`config.mk`:
```
export PLATFORM = sky130hd
export DESIGN_NAME = burst_addr_gen
export DESIGN_NICKNAME = d
export VERILOG_FILES = /design/src/rtl/burst_ctr_pkg.sv /design/src/rtl/burst_ctr_decode.sv /design/src/rtl/burst_ctr_next.sv /design/src/rtl/burst_ctr_reg.sv /design/src/rtl/burst_addr_gen.sv
export SDC_FILE = /design/constraint.sdc
export NUM_CORES = 1
export LEC_CHECK = 0
export BUFFER_PORTS_ARGS = -buffer_cell sky130_fd_sc_hd__buf_4
export CORE_ASPECT_RATIO = 1.4
export CORE_MARGIN = 2
export CORE_UTILIZATION = 51
export DETAILED_ROUTE_END_ITERATION = 10
export PLACE_DENSITY = 0.82
export SLEW_MARGIN = 25
export SYNTH_ARGS = -nofsm -noshare
export SYNTH_HDL_FRONTEND = slang
export SYNTH_SLANG_ARGS = --single-unit
```
`constraint.sdc`:
```
create_clock -name clk_i -period 3.1 [get_ports clk_i]
set_input_delay 0.93 -clock clk_i [delete_from_list [all_inputs] [get_ports clk_i]]
set_output_delay 0.93 -clock clk_i [all_outputs]
set_load 0.01 [all_outputs]
```
`src/rtl/burst_ctr_pkg.sv`:
```
package burst_ctr_pkg;
  typedef enum logic [1:0] {
    OP_HOLD = 2'd0,
    OP_INC  = 2'd1,
    OP_LOAD = 2'd2,
    OP_CLR  = 2'd3
  } ctr_op_e;
endpackage

```
`src/rtl/burst_ctr_decode.sv`:
```
module burst_ctr_decode
  import burst_ctr_pkg::*;
(
  input  logic    strobe_ni,
  input  logic    cnt_en_ni,
  input  logic    cnt_rst_ni,
  output ctr_op_e op_o
);
  // fixed priority: clear > load > increment > hold
  always_comb begin
    if (!cnt_rst_ni)     op_o = OP_CLR;
    else if (!strobe_ni) op_o = OP_LOAD;
    else if (!cnt_en_ni) op_o = OP_INC;
    else                 op_o = OP_HOLD;
  end
endmodule

```
`src/rtl/burst_ctr_next.sv`:
```
module burst_ctr_next
  import burst_ctr_pkg::*;
#(
  parameter int unsigned ADDR_W = 15
) (
  input  ctr_op_e           op_i,
  input  logic [ADDR_W-1:0] cur_i,
  input  logic [ADDR_W-1:0] load_i,
  output logic [ADDR_W-1:0] nxt_o
);
  localparam logic [ADDR_W-1:0] ONE = ADDR_W'(1);

  logic [ADDR_W-1:0] inc_val;
  assign inc_val = cur_i + ONE;  // wraps modulo 2^ADDR_W

  always_comb begin
    unique case (op_i)
      OP_CLR:  nxt_o = '0;
      OP_LOAD: nxt_o = load_i;
      OP_INC:  nxt_o = inc_val;
      default: nxt_o = cur_i;
    endcase
  end
endmodule

```
`src/rtl/burst_ctr_reg.sv`:
```
module burst_ctr_reg #(
  parameter int unsigned ADDR_W = 15
) (
  input  logic              clk_i,
  input  logic              rst_ni,
  input  logic [ADDR_W-1:0] d_i,
  output logic [ADDR_W-1:0] q_o
);
  always_ff @(posedge clk_i or negedge rst_ni) begin
    if (!rst_ni) q_o <= '0;
    else         q_o <= d_i;
  end
endmodule

```
`src/rtl/burst_addr_gen.sv`:
```
module burst_addr_gen
  import burst_ctr_pkg::*;
#(
  parameter int unsigned ADDR_W = 15
) (
  input  logic              clk_i,
  input  logic              rst_ni,
  input  logic [ADDR_W-1:0] addr_i,
  input  logic              strobe_ni,
  input  logic              cnt_en_ni,
  input  logic              cnt_rst_ni,
  output logic [ADDR_W-1:0] addr_o
);
  localparam logic [ADDR_W-1:0] ADDR_MAX = {ADDR_W{1'b1}};

  ctr_op_e           op;
  logic [ADDR_W-1:0] nxt;

  burst_ctr_decode u_decode (
    .strobe_ni (strobe_ni),
    .cnt_en_ni (cnt_en_ni),
    .cnt_rst_ni(cnt_rst_ni),
    .op_o      (op)
  );

  burst_ctr_next #(.ADDR_W(ADDR_W)) u_next (
    .op_i  (op),
    .cur_i (addr_o),
    .load_i(addr_i),
    .nxt_o (nxt)
  );

  burst_ctr_reg #(.ADDR_W(ADDR_W)) u_reg (
    .clk_i (clk_i),
    .rst_ni(rst_ni),
    .d_i   (nxt),
    .q_o   (addr_o)
  );

  a_r1_reset_zero: assert property (@(posedge clk_i)
    !rst_ni |-> addr_o == '0);

  a_r2_load: assert property (@(posedge clk_i) disable iff (!rst_ni)
    (cnt_rst_ni && !strobe_ni) |=> addr_o == $past(addr_i));

  a_r3_increment: assert property (@(posedge clk_i) disable iff (!rst_ni)
    (cnt_rst_ni && strobe_ni && !cnt_en_ni) |=>
      addr_o == ADDR_W'($past(addr_o) + ADDR_W'(1)));

  a_r4_clear_wins: assert property (@(posedge clk_i) disable iff (!rst_ni)
    !cnt_rst_ni |=> addr_o == '0);

  a_r5_strobe_over_count: assert property (@(posedge clk_i) disable iff (!rst_ni)
    (cnt_rst_ni && !strobe_ni && !cnt_en_ni) |=> addr_o == $past(addr_i));

  a_r6_wrap: assert property (@(posedge clk_i) disable iff (!rst_ni)
    (cnt_rst_ni && strobe_ni && !cnt_en_ni && addr_o == ADDR_MAX) |=> addr_o == '0);

  a_r7_hold: assert property (@(posedge clk_i) disable iff (!rst_ni)
    (cnt_rst_ni && strobe_ni && cnt_en_ni) |=> $stable(addr_o));
endmodule

```
==> impl_results.md <==
- N_diodes: 0
- Largest delay share family, worst path: flip-flops
- Period utilization: 62.3%
- Final wirelength: 2.35 mm
- Most common cell after layout, fill and taps aside: buf_4
- Setup TNS: 0 ns
- Count of pins over their slew limit: 0
- Cts hold-fix bufs: 0
- Die area: 0.00222 mm2
- Worst Path Buf+Inv: 1
- Leakage power: 0.599 nW
- Max H-tree Level: 1
- DP Wirelength: 1.66 mm
- Fin area: 0.00124 mm2
- Max-Cap Viols: 0
- Total design power: 0.447 mW
- First-pass GRT wire length: 3.57 mm
- Post-Syn Area: 946 um2
- Syn_area_per_cell: 10.2 um2
- Least-Margin Pin Slew: 0.307 ns
- Worst Setup End Kind: output pin
- Post_cts resized: 0
- Outcome: completed
- Number of setup buffers added after CTS: 0
- Syn Nets: 114
- Vias in the first global route: 817
- Largest register FFs: 15
- Peak supply drop: 0.000339 V
- GRT Util Overall: 23.5%
- GPL Wtd Cong: 0.843
- # setup viols final: 0
- FMAX: 518 MHz
- GRT Residual Overflow: 0
- Hold Path Class: primary input to asynchronous set/reset pin
- CP Launch Point: u_reg.q_o[2]
- Worst R2R Setup Slack: 1.44 ns
- Share of the synthesized area in the top cell type: 39.7%
- DRC: 0
- Synth area leader: dfrtp_1
- CP Cell Sequence: buf_4
- Die Y: 55.0 um
- Cts bufs inserted: 3
- Cell Area, Placed: 0.00121 mm2
- Via count: 884
- Share of layout cells above drive strength 1: 36.2%
- Vias per Instance: 6.01
- DR pass1 iterations: 4
- Largest register by flop count: u_reg.q_o
- # IOs: 35
- Crit-path max cell delay: 0.53 ns
- Skew final: 0.00511 ns
- Final Hold Viols: 0
- Ys Warns: 0
- Relative slew slack: 79.5%
- Reg clk slew, reported paths: 0.09 ns
- Initial antenna violation count: 0
- Startpoint Class: flop
- Worst Path Max Fanout: 5
- Skew-Pair Late Insertion Delay: 0.29 ns
- Core footprint: 0.00176 mm2
- Root Buffer: clkbuf_4
- Cell count after synthesis: 93
- CTS Sinks: 15
- P per Cell Area: 362 mW/mm2
- Yosys cell types: 27
- Req. time, crit path: 2.17 ns
- Largest net degree at the start of global routing: 33
- RSZ-0062 raised after global routing: false
- #FFs+latches synth: 15
- Routed Antenna Nets: 0
- CP Class: flop to output pin
- Row count: 18
- Post-synthesis sequential area ratio: 39.7%
- Fin crit period: 1.93 ns
- Worst R2R Start: u_reg.q_o[0]
- IO buf count: 34
- Fin util: 70.4%
- Post-layout net count: 149
- Top post-synthesis cells by area: dfrtp_1 40%, xnor2_1 7.4%, nor4_2 6.6%
- Biggest regs: u_reg.q_o x15
- Filler cell count: 145
- Syn-to-layout area delta: 30.8%
- CTS tree: yes
- CTS max path bufs: 2
- Crit path DAT: 1.00 ns
- Worst path slowest cell: dfrtp_1
- DR WL/cell: 16.0 um
- Initial Util: 53.8%
- Most frequent cells in the layout: 34 x buf_4, 15 x dfrtp_1, 11 x o21ai_0, 10 x a21oi_1, 8 x xnor2_1
- Die Span X: 40.4 um
- Iter 0 DRT Violations: 24
area by class of cell:
type	instances	area, um2	share of cell area [%]
Tap cell	20	25.0	2.02
Timing Repair Buffer	34	255	20.6
Inverter	3	11.3	0.910
Clock buffer	4	26.3	2.12
Multi-Input combinational cell	71	544	44.0
Sequential cell	15	375	30.3
through the flow:
stage	hold WS, ns	instances	worst slack [ns]
after global routing	0.482	147	1.14
after floorplan	0.606	93	1.36
final	0.473	147	1.17
after global placement	0.561	143	1.16
after CTS	0.481	147	1.17
after detailed placement	0.586	143	1.13
routing by layer:
layer | track usage, % | vias to the layer above | share of wire (%)
met2 | 42.1 | 39 | 53
met3 | 2.40 | 5 | 5.4
met5 | 0 | - | 0
li1 | - | 423 | -
met1 | 28.2 | 417 | 40
met4 | 7.78 | 0 | 1.4
cell usage after synthesis:
master and number:
ha_1 1, and2_1 1, nand4_4 1, clkbuf_1 4, a41oi_1 2, nand4b_4 1, nor4_2 5, nor2b_1 2
a21oi_1 10, mux2i_1 1, a31oi_1 1, dfrtp_1 15, nand3_1 3, xnor2_1 8, o21a_1 1, a31oi_2 1
o211a_1 3, inv_1 3, nand4_1 1, o21ai_0 11, nand3b_4 1, nand2_1 5, a41o_1 3, xor2_1 2
a311oi_1 2, nor2_1 4, and3_1 1
kinds of logic (layout without fill, tap and decap cells):
family / count (synthesis) / in the layout / share of synthesized area, %
simple gates: 25 / 25 / 22.0
fa+ha+maj: 1 / 1 / 1.32
buf+inv: 7 / 41 / 2.78
mux: 1 / 1 / 1.06
compound gates: 34 / 34 / 23.9
xor+xnor: 10 / 10 / 9.26
flops: 15 / 15 / 39.7
final timing paths:
path                                       to  cells past startpoint
max in group asynchronous       u_reg.q_o[11]                      1
worst max register to register  u_reg.q_o[14]                      5
worst max-delay path                addr_o[2]                      1
worst min-delay path            u_reg.q_o[13]                      1
worst min register to register  u_reg.q_o[14]                      2
min in group clk_i              u_reg.q_o[14]                      2
power by group:
group | leakage, nW | internal [mW] | switching (mW)
Clock | 0.0150 | 0.0501 | 0.0676
Sequential | 0.195 | 0.209 | 0.0237
Combinational | 0.389 | 0.0525 | 0.0448
Total | 0.599 | 0.311 | 0.136
(Power assumes the default switching activity.)
